--- src/rtl/uart_irq_pkg.sv ---
package uart_irq_pkg;

    typedef enum logic [2:0] {
        CODE_NONE = 3'b000,
        CODE_TXE  = 3'b001,
        CODE_RXD  = 3'b010,
        CODE_LINE = 3'b011,
        CODE_TMO  = 3'b110
    } irq_code_e;

    typedef struct packed {
        logic line;
        logic rxd;
        logic tmo;
        logic txe;
    } irq_src_t;

    localparam int EN_TXE  = 0;
    localparam int EN_RXD  = 1;
    localparam int EN_LINE = 2;
    localparam int EN_TMO  = 3;
    localparam int EN_W    = 4;

    function automatic logic [7:0] pack_id(logic fifo, irq_code_e c);
        return {{2{fifo}}, 2'b00, c, (c == CODE_NONE)};
    endfunction

endpackage

--- src/rtl/uirq_timeout.sv ---
module uirq_timeout
    import uart_irq_pkg::*;
#(
    parameter int LVL_W      = 3,
    parameter int CHAR_TIMES = 4
) (
    input  logic             clk,
    input  logic             rst,
    input  logic             fifo_en,
    input  logic [LVL_W-1:0] rx_level,
    input  logic             rx_push,
    input  logic             rx_pop,
    input  logic             char_tick,
    output logic             tmo_pend
);
    localparam int CNT_W = $clog2(CHAR_TIMES + 1);
    localparam logic [CNT_W-1:0] LIMIT = CNT_W'(CHAR_TIMES);

    logic [CNT_W-1:0] cnt;
    logic             hold;

    assign hold = !fifo_en || (rx_level == '0);

    always_ff @(posedge clk) begin
        if (rst || hold || rx_push || rx_pop)
            cnt <= '0;
        else if (char_tick && cnt != LIMIT)
            cnt <= cnt + 1'b1;
    end

    assign tmo_pend = (cnt == LIMIT);

    p_cnt_bound_r5: assert property (@(posedge clk) disable iff (rst)
        cnt <= LIMIT);
    p_hold_r5: assert property (@(posedge clk) disable iff (rst)
        hold |=> !tmo_pend);
    p_restart_r5: assert property (@(posedge clk) disable iff (rst)
        (rx_push || rx_pop) |=> !tmo_pend);

endmodule

--- src/rtl/uirq_sources.sv ---
module uirq_sources
    import uart_irq_pkg::*;
#(
    parameter int LVL_W = 3,
    parameter int ERR_W = 4
) (
    input  logic             clk,
    input  logic             rst,
    input  logic             fifo_en,
    input  logic [ERR_W-1:0] lsr_err,
    input  logic             lsr_rd,
    input  logic [LVL_W-1:0] rx_level,
    input  logic [LVL_W-1:0] rx_trig,
    input  logic             tx_empty,
    input  logic             thr_wr,
    input  logic             id_rd,
    input  logic             rep_txe,
    output logic             line_pend,
    output logic             rxd_pend,
    output logic             txe_pend
);
    logic tx_empty_q;
    logic tx_rise;

    assign tx_rise = tx_empty && !tx_empty_q;

    always_ff @(posedge clk) begin
        if (rst) begin
            line_pend  <= 1'b0;
            txe_pend   <= 1'b0;
            tx_empty_q <= 1'b1;
        end else begin
            tx_empty_q <= tx_empty;
            if (|lsr_err)
                line_pend <= 1'b1;
            else if (lsr_rd)
                line_pend <= 1'b0;
            if (tx_rise)
                txe_pend <= 1'b1;
            else if (thr_wr || (id_rd && rep_txe))
                txe_pend <= 1'b0;
        end
    end

    assign rxd_pend = fifo_en ? (rx_level >= rx_trig) : (rx_level != '0);

    p_line_clr_r3: assert property (@(posedge clk) disable iff (rst)
        (lsr_rd && !(|lsr_err)) |=> !line_pend);
    p_line_set_r3: assert property (@(posedge clk) disable iff (rst)
        (|lsr_err) |=> line_pend);
    p_tx_clr_r6: assert property (@(posedge clk) disable iff (rst)
        (thr_wr && !tx_empty) |=> !txe_pend);
    p_tx_keep_r6: assert property (@(posedge clk) disable iff (rst)
        (txe_pend && !thr_wr && !(id_rd && rep_txe)) |=> txe_pend);

endmodule

--- src/rtl/uirq_prio.sv ---
module uirq_prio
    import uart_irq_pkg::*;
(
    input  logic            clk,
    input  logic            rst,
    input  irq_src_t        src,
    input  logic [EN_W-1:0] ien,
    output irq_code_e       code,
    output logic            irq
);
    always_comb begin
        if (src.line && ien[EN_LINE])
            code = CODE_LINE;
        else if (src.rxd && ien[EN_RXD])
            code = CODE_RXD;
        else if (src.tmo && ien[EN_TMO])
            code = CODE_TMO;
        else if (src.txe && ien[EN_TXE])
            code = CODE_TXE;
        else
            code = CODE_NONE;
    end

    assign irq = (code != CODE_NONE);

    p_top_line_r7: assert property (@(posedge clk) disable iff (rst)
        (src.line && ien[EN_LINE]) |-> code == CODE_LINE);
    p_lvl2_order_r7: assert property (@(posedge clk) disable iff (rst)
        (!(src.line && ien[EN_LINE]) && src.rxd && ien[EN_RXD]) |-> code == CODE_RXD);
    p_mask_tmo_r8: assert property (@(posedge clk) disable iff (rst)
        (code == CODE_TMO) |-> (ien[EN_TMO] && src.tmo));
    p_mask_txe_r8: assert property (@(posedge clk) disable iff (rst)
        (code == CODE_TXE) |-> (ien[EN_TXE] && src.txe));

endmodule

--- src/rtl/uart_irq_id.sv ---
module uart_irq_id
    import uart_irq_pkg::*;
#(
    parameter int LVL_W      = 3,
    parameter int CHAR_TIMES = 4
) (
    input  logic             clk,
    input  logic             rst,
    input  logic             fifo_en,
    input  logic [3:0]       lsr_err,
    input  logic [LVL_W-1:0] rx_level,
    input  logic [LVL_W-1:0] rx_trig,
    input  logic             tx_empty,
    input  logic [3:0]       ien,
    input  logic             char_tick,
    input  logic             rx_push,
    input  logic             rbr_rd,
    input  logic             lsr_rd,
    input  logic             id_rd,
    input  logic             thr_wr,
    output logic [7:0]       id_value,
    output logic             irq
);
    irq_src_t  src;
    irq_code_e code;
    logic      line_pend, rxd_pend, txe_pend, tmo_pend;

    uirq_sources #(.LVL_W(LVL_W), .ERR_W(4)) u_src (
        .clk(clk), .rst(rst), .fifo_en(fifo_en),
        .lsr_err(lsr_err), .lsr_rd(lsr_rd),
        .rx_level(rx_level), .rx_trig(rx_trig),
        .tx_empty(tx_empty), .thr_wr(thr_wr), .id_rd(id_rd),
        .rep_txe(code == CODE_TXE),
        .line_pend(line_pend), .rxd_pend(rxd_pend), .txe_pend(txe_pend)
    );

    uirq_timeout #(.LVL_W(LVL_W), .CHAR_TIMES(CHAR_TIMES)) u_tmo (
        .clk(clk), .rst(rst), .fifo_en(fifo_en), .rx_level(rx_level),
        .rx_push(rx_push), .rx_pop(rbr_rd), .char_tick(char_tick),
        .tmo_pend(tmo_pend)
    );

    assign src = '{line: line_pend, rxd: rxd_pend, tmo: tmo_pend, txe: txe_pend};

    uirq_prio u_prio (
        .clk(clk), .rst(rst), .src(src), .ien(ien),
        .code(code), .irq(irq)
    );

    assign id_value = pack_id(fifo_en, code);

    p_id_mode_r2: assert property (@(posedge clk) disable iff (rst)
        id_value[7:4] == (fifo_en ? 4'b1100 : 4'b0000));
    p_idle_bit_r9: assert property (@(posedge clk) disable iff (rst)
        id_value[0] == !irq);

endmodule

--- config.mk ---
export PLATFORM = sky130hd
export DESIGN_NAME = uart_irq_id
export DESIGN_NICKNAME = d
export VERILOG_FILES = /design/src/rtl/uart_irq_pkg.sv /design/src/rtl/uirq_timeout.sv /design/src/rtl/uirq_sources.sv /design/src/rtl/uirq_prio.sv /design/src/rtl/uart_irq_id.sv
export SDC_FILE = /design/constraint.sdc
export NUM_CORES = 1
export LEC_CHECK = 0
export ABC_AREA = 1
export BUFFER_PORTS_ARGS = -buffer_cell sky130_fd_sc_hd__buf_2
export CORE_AREA = 2 2 39 41
export CTS_BUF_LIST = sky130_fd_sc_hd__clkbuf_4
export DETAILED_ROUTE_END_ITERATION = 7
export DIE_AREA = 0 0 41 43
export HOLD_SLACK_MARGIN = 0.02
export PLACE_DENSITY = 0.78
export SLEW_MARGIN = 20
export SYNTH_ARGS = -nofsm -noshare
export SYNTH_HDL_FRONTEND = slang
export SYNTH_HIERARCHICAL = 1
export SYNTH_SLANG_ARGS = --single-unit
--- constraint.sdc ---
create_clock -name clk -period 1.65 [get_ports clk]
set_clock_uncertainty 0.15 [all_clocks]
set_input_delay 0.165 -clock clk [delete_from_list [all_inputs] [get_ports clk]]
set_output_delay 0.165 -clock clk [all_outputs]
set_load 0.03 [all_outputs]
==> results.py <==
metrics = {
    "status": {
        "status": "finished, violations left",
        "violations": "negative setup slack",
    },
    "cells_and_area": {
        "diodes": 0,
        "syn_to_final_growth_pct": 74.56,
        "drive_gt1_share_pct": 57.46,
        "layout.cells.non_filler": 150,
        "nNetsFinal": 165,
    },
    "synthesis": {
        "syn-cell-area_um2": 565.5,
        "synthDistinctLibCells": 18,
        "ys_ff_latch": 6,
        "synthCells": 96,
        "yosysSeqAreaShare_pct": 21.24,
        "yosys_warnings": 6,
        "syn-mean-instance-area_um2": 5.891,
    },
    "setup_path": {
        "crit_buf_inv": 5,
        "critPathLaunchType": "input port",
        "worst-endpoint-arrival_ns": 1.39,
        "critPathTopFamily": "simple AND/OR/NAND/NOR gates",
        "end_kind": "output port",
        "cp-startpoint": "rx_trig[2]",
        "r2r_setup_slack_ns": 0.11,
        "reg2reg_depth": 12,
        "critPathKind": "input port to output port",
        "worst_path_max_delay_cell": "ha_4",
        "max_stage_delay_ns": 0.20,
        "r2r-start": "u_tmo/cnt[0]",
        "crit_chain": "buf_6, inv_4, ha_4, nand2_2, inv_2, nor2_4, a21oi_2, nand2_2, nand3_4, nor2_4, inv_2, nand2_2, nor2_4, buf_6",
        "r2r-end": "u_src/txe_pend",
        "required_ns": 1.33,
        "crit_path_max_fanout": 4,
    },
    "clock_tree": {
        "cts.sinks": 6,
        "cts_tree": "yes",
        "cts_buffer_depth": 2,
        "cts_max_level": 1,
        "cts_buffers": 3,
        "clk_pin_slew_worst_paths_ns": 0.05,
        "root_buffer": "clkbuf_4",
        "clock_latency_ns": 0.24,
    },
    "floorplanning": {
        "die_y_um": 43,
        "fp.coreArea_um2": 1384,
        "initial_core_util_pct": 40.87,
        "dieArea_um2": 1763,
        "fp.dieW_um": 41,
        "rows": 14,
        "io_pins": 33,
    },
    "timing": {
        "hold_violations": 0,
        "fin_crit_ns": 1.705,
        "setup_viol": 3,
        "maxClockFrequency_ghz": 0.5866,
        "rsz0062_at_grt": "true",
        "final.setup.tns_ns": -0.05639,
        "drv_slew": 0,
        "setup_ws_ns": -0.05483,
        "finalCritPeriodShare_pct": 103.3,
        "hold_ws_ns": 0.05806,
    },
    "place": {
        "place_inst": 143,
        "place_hpwl_um": 1078,
        "io_buffers": 30,
        "place_congestion": 0.7033,
    },
    "global_routing": {
        "antenna_found_initial": 0,
        "grt_pass1_wl_um": 2283,
        "grt_pass1_vias": 646,
        "grt_start_max_net_pins": 6,
        "grtUsageTotal_pct": 19.35,
        "overflow": 0,
    },
    "detailed_routing": {
        "drtPass1Iterations": 4,
        "wire_per_inst_um": 10.36,
        "drt-initial-drc-count": 8,
        "via_per_inst": 4.560,
        "drc": 0,
        "vias": 684,
        "wl_um": 1554,
        "ant_nets": 0,
    },
    "worst_hold_path": {
        "min_to": "u_src/txe_pend",
        "hold_class": "input port to register",
        "holdPathStages": 3,
        "hp-start": "thr_wr",
    },
    "power_and_ir_drop": {
        "leakage_nw": 0.5431,
        "peakVddDrop_mv": 0.3453,
        "pwr_density_cell_nw_per_um2": 488.6,
    },
    "run": {
        "cap_violations": 0,
    },
}
==> synth_stat cells, drive strengths merged <==
master	instances	area share, %
and2	1	1.1
nor2	14	10
nand4	2	2.2
a21o	1	1.5
conb	1	0.66
nand3	7	6.2
ha	5	11
inv	23	15
nand3b	1	1.3
nand2	28	20
buf	4	5.3
dfxtp	6	21
a21oi	2	2.4
or2	1	1.1
==> tightest hold or removal path, stage by stage <==
cell      delay [ns]
buf_2           0.07
nand3b_1        0.11
a21oi_2         0.05
==> state kept, by name, summed over array words and instances, names as in the netlist <==
name / flops
u_tmo/cnt: 3
u_src/line_pend: 1
u_src/tx_empty_q: 1
u_src/txe_pend: 1
==> layout by cell type, fill, tap and decap left out, types with 4 or more instances in the layout <==
master	count
nand2_2	7
buf_4	7
nand3_1	4
buf_6	5
inv_2	8
ha_4	4
buf_2	23
nor2_1	9
dfxtp_1	4
nand2_1	18
inv_1	12
==> what timing repair did <==
action | in CTS | in global routing
endpoints found under the hold margin | 2 | 0
hold buffers | 2 | 0
endpoints found under the setup margin | 6 | 4
buffers inserted | 2 | 0
gates resized for setup | 27 | 11
pin swaps | 14 | 10
==> how the worst max path moves through the flow <==
stage / cells past startpoint / slack, ns / to
6_report: 14 / -0.05 / id_value[0]
5_1_grt: 14 / -0.11 / id_value[0]
4_1_cts: 10 / -0.07 / id_value[0]
3_5_place_dp: 14 / -0.17 / id_value[0]
3_3_place_gp: 14 / -0.14 / id_value[0]
2_1_floorplan: 12 / -0.006 / id_value[0]
==> area by class of cell <==
| cell class | instances | area, µm² |
|---|---|---|
| well taps | 16 | 20.02 |
| clock buffers | 3 | 22.52 |
| fillers | 106 | 396.6 |
| flip-flops and latches | 6 | 122.6 |
| multi-input cells | 64 | 469.2 |
| repair buffers | 38 | 259.0 |
| inverters | 23 | 93.84 |
==> routing by layer <==
| layer | part of all wire, % | global-route usage [%] | routed length, µm | up-vias |
|---|---|---|---|---|
| li1 | - | - | - | 357 |
| met4 | 0.97 | 10.67 | 15 | 0 |
| met3 | 2.8 | 3.141 | 43 | 2 |
| met1 | 39 | 17.92 | 602 | 314 |
| met5 | 0 | 0 | 0 | - |
| met2 | 57 | 35.94 | 892 | 11 |
==> per-stage QoR <==
| step | setup slack (ns) | area [µm²] | power, mW | util (%) |
|---|---|---|---|---|
| floorplan | -0.006070 | 619.3 | 0.2543 | - |
| finish | -0.05483 | 987.2 | 0.4823 | 71.34 |
| global placement | -0.1411 | 789.5 | 0.3021 | 57.05 |
| detailed placement | -0.1723 | 789.5 | 0.3062 | 57.05 |
| CTS | -0.06525 | 957.2 | 0.4769 | 69.17 |
| global route | -0.1079 | 987.2 | 0.5167 | 71.34 |
==> cell families after synthesis <==
family | after synthesis | share of synthesized area [%]
AO/OA/AOI/OAI | 3 | 3.982
adder cells (fa/ha/maj) | 5 | 11.06
buffers and inverters | 27 | 20.57
flip-flops | 6 | 21.24
other | 1 | 0.6631
AND/OR/NAND/NOR | 54 | 42.48
==> power by group <==
part / internal, mW / switching (mW) / total (mW) / leakage [nW]
Combinational: 0.0883 / 0.110 / 0.198 / 0.479
Sequential: 0.150 / 0.00176 / 0.151 / 0.0502
Clock: 0.0821 / 0.0509 / 0.133 / 0.0138
Total: 0.320 / 0.162 / 0.482 / 0.543
(Power assumes the default switching activity.)
